## src/rtl/aud_block_framer.sv

```systemverilog
module aud_block_framer #(
  parameter int NCH         = 18,
  parameter int BLK_PER_PKT = 8,
  parameter int IVL_STD     = 256,
  parameter int IVL_DBL     = 96
) (
  input  logic             clk,
  input  logic             rst,
  input  logic             rate_sel,
  input  logic             in_valid,
  output logic             in_ready,
  input  logic [NCH*24-1:0] in_pcm,
  output logic             out_valid,
  output logic [31:0]      out_data,
  output logic             out_sop,
  output logic             out_eop,
  output logic [1:0]       out_tag
);

  localparam int CH_W  = (NCH > 1) ? $clog2(NCH) : 1;
  localparam int BP_W  = $clog2(BLK_PER_PKT + 1);
  localparam int IVL_MAX = (IVL_STD > IVL_DBL) ? IVL_STD : IVL_DBL;
  localparam int IVL_W = $clog2(IVL_MAX + 1);

  localparam logic [1:0] K_NONE = 2'd0;
  localparam logic [1:0] K_BLK  = 2'd1;
  localparam logic [1:0] K_SLOW = 2'd2;
  localparam logic [1:0] K_PKT  = 2'd3;

  function automatic logic [1:0] kind_of(input int pos);
    case (pos)
      2, 18:                 kind_of = K_BLK;
      3, 4, 5, 11, 12, 13:   kind_of = K_SLOW;
      7, 8, 15, 16:          kind_of = K_PKT;
      default:               kind_of = K_NONE;
    endcase
  endfunction

  logic              busy;
  logic [CH_W-1:0]   ch;
  logic [NCH*24-1:0] pcm_buf;
  logic [7:0]        blk_cnt;
  logic [2:0]        slow_cnt;
  logic [7:0]        pkt_cnt;
  logic [BP_W-1:0]   bip;
  logic [IVL_W-1:0]  tag_cnt;
  logic [1:0]        tag_run;
  logic [1:0]        pkt_tag;

  logic              last, accept, pkt_last, tag_wrap;
  logic [IVL_W-1:0]  ivl_m1;
  logic [1:0]        tag_nxt;
  logic [23:0]       cur_pcm;
  logic [1:0]        cur_kind;
  logic [7:0]        anc;

  assign last     = busy && (ch == CH_W'(NCH - 1));
  assign in_ready = !busy || last;
  assign accept   = in_valid && in_ready;
  assign pkt_last = (bip == BP_W'(BLK_PER_PKT - 1));
  assign ivl_m1   = rate_sel ? IVL_W'(IVL_DBL - 1) : IVL_W'(IVL_STD - 1);
  assign tag_wrap = (tag_cnt >= ivl_m1);
  assign tag_nxt  = tag_wrap ? tag_run + 2'd1 : tag_run;

  assign cur_pcm  = pcm_buf[int'(ch)*24 +: 24];
  assign cur_kind = kind_of(int'(ch) + 1);

  always_comb begin
    case (cur_kind)
      K_BLK:   anc = blk_cnt;
      K_SLOW:  anc = {5'd0, slow_cnt};
      K_PKT:   anc = pkt_cnt;
      default: anc = 8'd0;
    endcase
  end

  assign out_valid = busy;
  assign out_data  = {anc, cur_pcm[7:0], cur_pcm[15:8], cur_pcm[23:16]};
  assign out_sop   = busy && (ch == '0) && (bip == '0);
  assign out_eop   = last && pkt_last;
  assign out_tag   = pkt_tag;

  always_ff @(posedge clk) begin
    if (rst) begin
      busy <= 1'b0;
      ch   <= '0;
    end else if (accept) begin
      busy    <= 1'b1;
      ch      <= '0;
      pcm_buf <= in_pcm;
    end else if (last) begin
      busy <= 1'b0;
      ch   <= '0;
    end else if (busy) begin
      ch <= ch + 1'b1;
    end
  end

  always_ff @(posedge clk) begin
    if (rst) begin
      blk_cnt  <= '0;
      slow_cnt <= '0;
      pkt_cnt  <= '0;
      bip      <= '0;
      tag_cnt  <= '0;
      tag_run  <= '0;
      pkt_tag  <= '0;
    end else if (last) begin
      blk_cnt <= blk_cnt + 8'd1;
      if (blk_cnt == 8'hff) slow_cnt <= slow_cnt + 3'd1;
      tag_cnt <= tag_wrap ? '0 : tag_cnt + 1'b1;
      tag_run <= tag_nxt;
      if (pkt_last) begin
        bip     <= '0;
        pkt_cnt <= pkt_cnt + 8'(BLK_PER_PKT);
        pkt_tag <= tag_nxt;
      end else begin
        bip <= bip + 1'b1;
      end
    end
  end


  p_accept_emits_r2: assert property (@(posedge clk) disable iff (rst)
    $past(in_valid && in_ready) |-> out_valid);

  p_idle_pos_zero_r7: assert property (@(posedge clk) disable iff (rst)
    (out_valid && cur_kind == K_NONE) |-> (out_data[31:24] == 8'd0));

  p_slow_range_r5: assert property (@(posedge clk) disable iff (rst)
    (out_valid && cur_kind == K_SLOW) |-> (out_data[31:27] == 5'd0));

  p_sop_eop_excl_r8: assert property (@(posedge clk) disable iff (rst)
    out_sop |-> (out_valid && !out_eop));

  p_tag_hold_r9: assert property (@(posedge clk) disable iff (rst)
    (out_valid && !out_sop) |-> $stable(out_tag));

  p_tag_step_r9: assert property (@(posedge clk) disable iff (rst)
    !$stable(out_tag) |-> (out_tag == $past(out_tag) + 2'd1));

endmodule

```

## config.mk

```make
export PLATFORM = sky130hd
export DESIGN_NAME = aud_block_framer
export DESIGN_NICKNAME = d
export VERILOG_FILES = /design/src/rtl/aud_block_framer.sv
export SDC_FILE = /design/constraint.sdc
export NUM_CORES = 1
export LEC_CHECK = 0
export BUFFER_PORTS_ARGS = -buffer_cell sky130_fd_sc_hd__buf_2
export CAP_MARGIN = 20
export CORE_MARGIN = 5
export CORE_UTILIZATION = 53
export DETAILED_ROUTE_END_ITERATION = 7
export GPL_TIMING_DRIVEN = 1
export PLACE_DENSITY = 0.8
export REMOVE_ABC_BUFFERS = 1
export SETUP_SLACK_MARGIN = 0.4
export SLEW_MARGIN = 25
export SYNTH_ARGS = -nofsm -noshare
export SYNTH_HDL_FRONTEND = slang
export SYNTH_SLANG_ARGS = --single-unit
```

## constraint.sdc

```tcl
create_clock -name clk -period 67.9 [get_ports clk]
set_clock_uncertainty 0.2 [all_clocks]
set_input_delay 13.58 -clock clk [delete_from_list [all_inputs] [get_ports clk]]
set_output_delay 13.58 -clock clk [all_outputs]
set_load 0.02 [all_outputs]
```

==> summary.txt <==
Outcome
  – Status: finished clean

Global route
  – GR peak layer: met2
  – Initial antenna violation count: 15
  – Met1 usage: 28.29%
  – Largest net degree at the start of global routing: 219
  – Vias in the first global route: 11520
  – Met2 Use GR: 40.76%
  – GRT Overall Usage: 23.15%
  – Met3 Usage GRT: 6.277%
  – First-pass GRT wire length: 67300 um
  – Gr ovfl total: 0

Min path
  – Worst min-delay path endpoint: tag_cnt[8]$_SDFFE_PP0P_
  – HP Start: tag_cnt[8]$_SDFFE_PP0P_
  – Min-Delay Path Depth: 2
  – Hold Path Class: flip-flop to flip-flop

Setup path
  – CP top delay family: buffers and inverters
  – Critical path's slowest cell: buf_4
  – Worst-path cell chain: buf_4 -> inv_1 -> ha_1 -> nor3b_1 -> a2111o_1 -> and3_1 -> mux2_2 -> buf_2
  – Critical path arrival: 4.30 ns
  – Worst Path Required: 54.12 ns
  – R2R cell count: 7
  – Buf/Inv on CP: 3
  – Flop-to-flop setup slack: 63.18 ns
  – Reg2reg start: ch[1]$_SDFFE_PP0P_
  – Startpoint types: flip-flop
  – CP Class: flip-flop to primary output
  – Setup crit end kind: primary output
  – CP max FO: 63
  – Max stage delay on crit path: 0.83 ns
  – FF-to-FF End: pcm_buf[283]$_DFFE_PP_

Timing
  – Setup_tns: 0 ns
  – Final slew viol count: 0
  – Post-route setup slack: 49.82 ns
  – Setup violations, final: 0
  – Final critical-path share of the clock period: 26.62%
  – Max_slew headroom: 30.03%
  – Fmax: 0.05531 GHz
  – RSZ-0062 raised after global routing: false
  – Hold WS: 0.3081 ns
  – Least-Margin Pin Slew: 1.050 ns
  – Endpoints failing hold: 0
  – Fin crit period: 18.08 ns

Synth
  – Distinct cells, synth: 46
  – Most used DFF post-synth: edfxtp_1
  – Synth Cell Area: 18610 um^2
  – Async S/R FF share, synth: 0%
  – Syn avg cell area: 20.21 um^2
  – Sequential area share after synthesis: 73.90%
  – Cells after Synth: 921
  – Seq cells post-synth: 471
  – Post-synth EDFFs: 432
  – Yosys warns: 0

Drt
  – Drt initial violations: 905
  – Via count: 10670
  – Total length of routed wires: 45890 um
  – # DRC: 0
  – Antenna viol nets, final: 0
  – WL per Instance: 24.12 um
  – DR pass1 iterations: 5
  – Vias per inst: 5.608

Floorplanning
  – Vert. Die Dim: 197.4 um
  – Die width: 197.4 um
  – Initial Utilization: 53.75%
  – Core area: 34630 um^2
  – I/O Pins: 474
  – Die area: 38960 um^2
  – Site Rows: 68

Place
  – Setup WS pre-CTS: 50.44 ns
  – GPL Wtd Cong: 0.8462
  – PortBufs: 473
  – Post-DP Area: 21410 um^2
  – DP HPWL: 31690 um

Clocking
  – Setup repair bufs after CTS: 0
  – Reg clk slew, reported paths: 0.06 ns
  – Max Root-Sink Buffers: 3
  – Root buf cell: clkbuf_16
  – CTS tree: built
  – Cts hold-fix bufs: 0
  – Resized Gates After CTS: 0
  – Clock Sinks: 471
  – H-Tree Level Count: 2
  – Inserted Clock Buffers: 48
  – Worst skew pair latency: 0.57 ns

Finish
  – Filler cell count: 2259
  – Most common cell after layout, fill and taps aside: buf_2
  – Post-layout util: 66.12%
  – Design Area, Final: 22890 um^2
  – Fin nets: 1857
  – Commonest cells after routing, fill and taps aside: buf_2 (473), edfxtp_1 (432), mux4_2 (120), clkbuf_16 (49), nor2_1 (37)
  – Syn-to-layout area delta: 23.01%
  – Layout cell share with drive strength beyond 1: 47.19%

Power and ir drop
  – Switching pwr: 129.0 uW
  – Proportion of power drawn by combinational gates: 6.5%
  – Clk pwr share: 39.4%
  – Int Pwr: 485.8 uW
  – Switching share of total power: 20.98%
  – P_leak: 0.008373 uW
  – Flop pwr share: 54.2%
  – VDD IR max: 0.00002507 V
  – Pwr/cell area: 26.85 nW/um^2

Flow run
  – Max-cap check violation count: 0
## through the flow
| step | total power, uW | std cells |
|---|---|---|
| 3_5_place_dp | 378.8 | 1811 |
| 4_1_cts | 620.0 | 1895 |
| 2_1_floorplan | 372.9 | 872 |
| 3_3_place_gp | 377.1 | 1811 |
| 5_1_grt | 637.2 | 1902 |
| 6_report | 614.8 | 1903 |
## power by group through the flow
stage	clock network, uW	registers, uW	logic [uW]
global placement	0	338	38.7
global route	260	334	43.1
detailed placement	0	339	39.7
floorplan	0	352	20.8
CTS	247	333	40.0
finish	242	333	39.8
## kinds of logic after synthesis
group / synth area share [%]
xor+xnor: 1.318
buf+inv: 2.111
mux: 16.76
simple gates: 3.113
fa+ha+maj: 1.002
flops: 73.90
compound gates: 1.802
## worst max-delay path by stage
stage,from,endpoint,slack (ns),cells after the start
floorplan,in_valid,pcm_buf[0]$_DFFE_PP_,20.85,2
global placement,ch[1]$_SDFFE_PP0P_,out_data[26],50.54,8
detailed placement,ch[1]$_SDFFE_PP0P_,out_data[25],50.44,8
CTS,ch[1]$_SDFFE_PP0P_,out_data[25],49.80,8
global route,ch[1]$_SDFFE_PP0P_,out_data[26],49.61,8
finish,ch[1]$_SDFFE_PP0P_,out_data[25],49.82,8
## area by class of cell
class | count | area [um^2] | area share (%)
Antenna cell | 7 | 17.52 | 0.07651
Clock buffer | 57 | 1256 | 5.487
Clock inverter | 27 | 186.4 | 0.8143
Inverter | 34 | 127.6 | 0.5574
Multi-Input combinational cell | 367 | 4483 | 19.58
Sequential cell | 471 | 13760 | 60.12
Tap cell | 455 | 569.3 | 2.487
Timing Repair Buffer | 485 | 2490 | 10.88
## worst reg2reg max path, stage by stage (launching register included)
cell	delay [ns]
dfxtp_4	0.53
buf_4	0.59
inv_1	0.31
ha_1	0.25
nand4bb_1	0.31
a211oi_4	0.36
buf_4	0.80
buf_4	0.96
## flip-flops by register name, indices dropped and copies added, names as in the netlist
signal / cells
blk_cnt: 8
bip: 4
slow_cnt: 3
out_valid: 1
tag_cnt: 9
ch: 5
out_tag: 2
pkt_cnt: 5
tag_run: 2
pcm_buf: 432
## synth_stat cells, types with 2 or more instances
cell	instances	area [um^2]
buf_2	20	100.1
nor3_1	9	45.04
nand2b_1	5	31.28
mux2i_1	36	360.4
inv_1	33	123.9
nand3_1	17	85.08
a21boi_0	3	22.52
a21oi_1	12	60.06
o21ai_0	2	10.01
mux2_2	3	33.78
clkbuf_1	15	56.30
or3_1	5	31.28
mux4_2	120	2703
xor2_1	18	157.7
buf_6	7	78.83
edfxtp_1	432	12970
dfxtp_1	39	780.8
nand4_1	11	68.82
ha_1	14	175.2
nand2_1	11	41.29
o22ai_1	24	150.1
xnor2_1	10	87.58
a211oi_1	2	15.01
buf_1	6	22.52
nor2_1	37	138.9
and3_1	10	62.56
## layer usage
metal / up-vias / part of all wire, %
li1: 4718 / -
met1: 5293 / 35
met2: 550 / 53
met3: 93 / 8.7
met4: 18 / 2.7
met5: - / 0.24
Power figures use the tool's default switching activity.
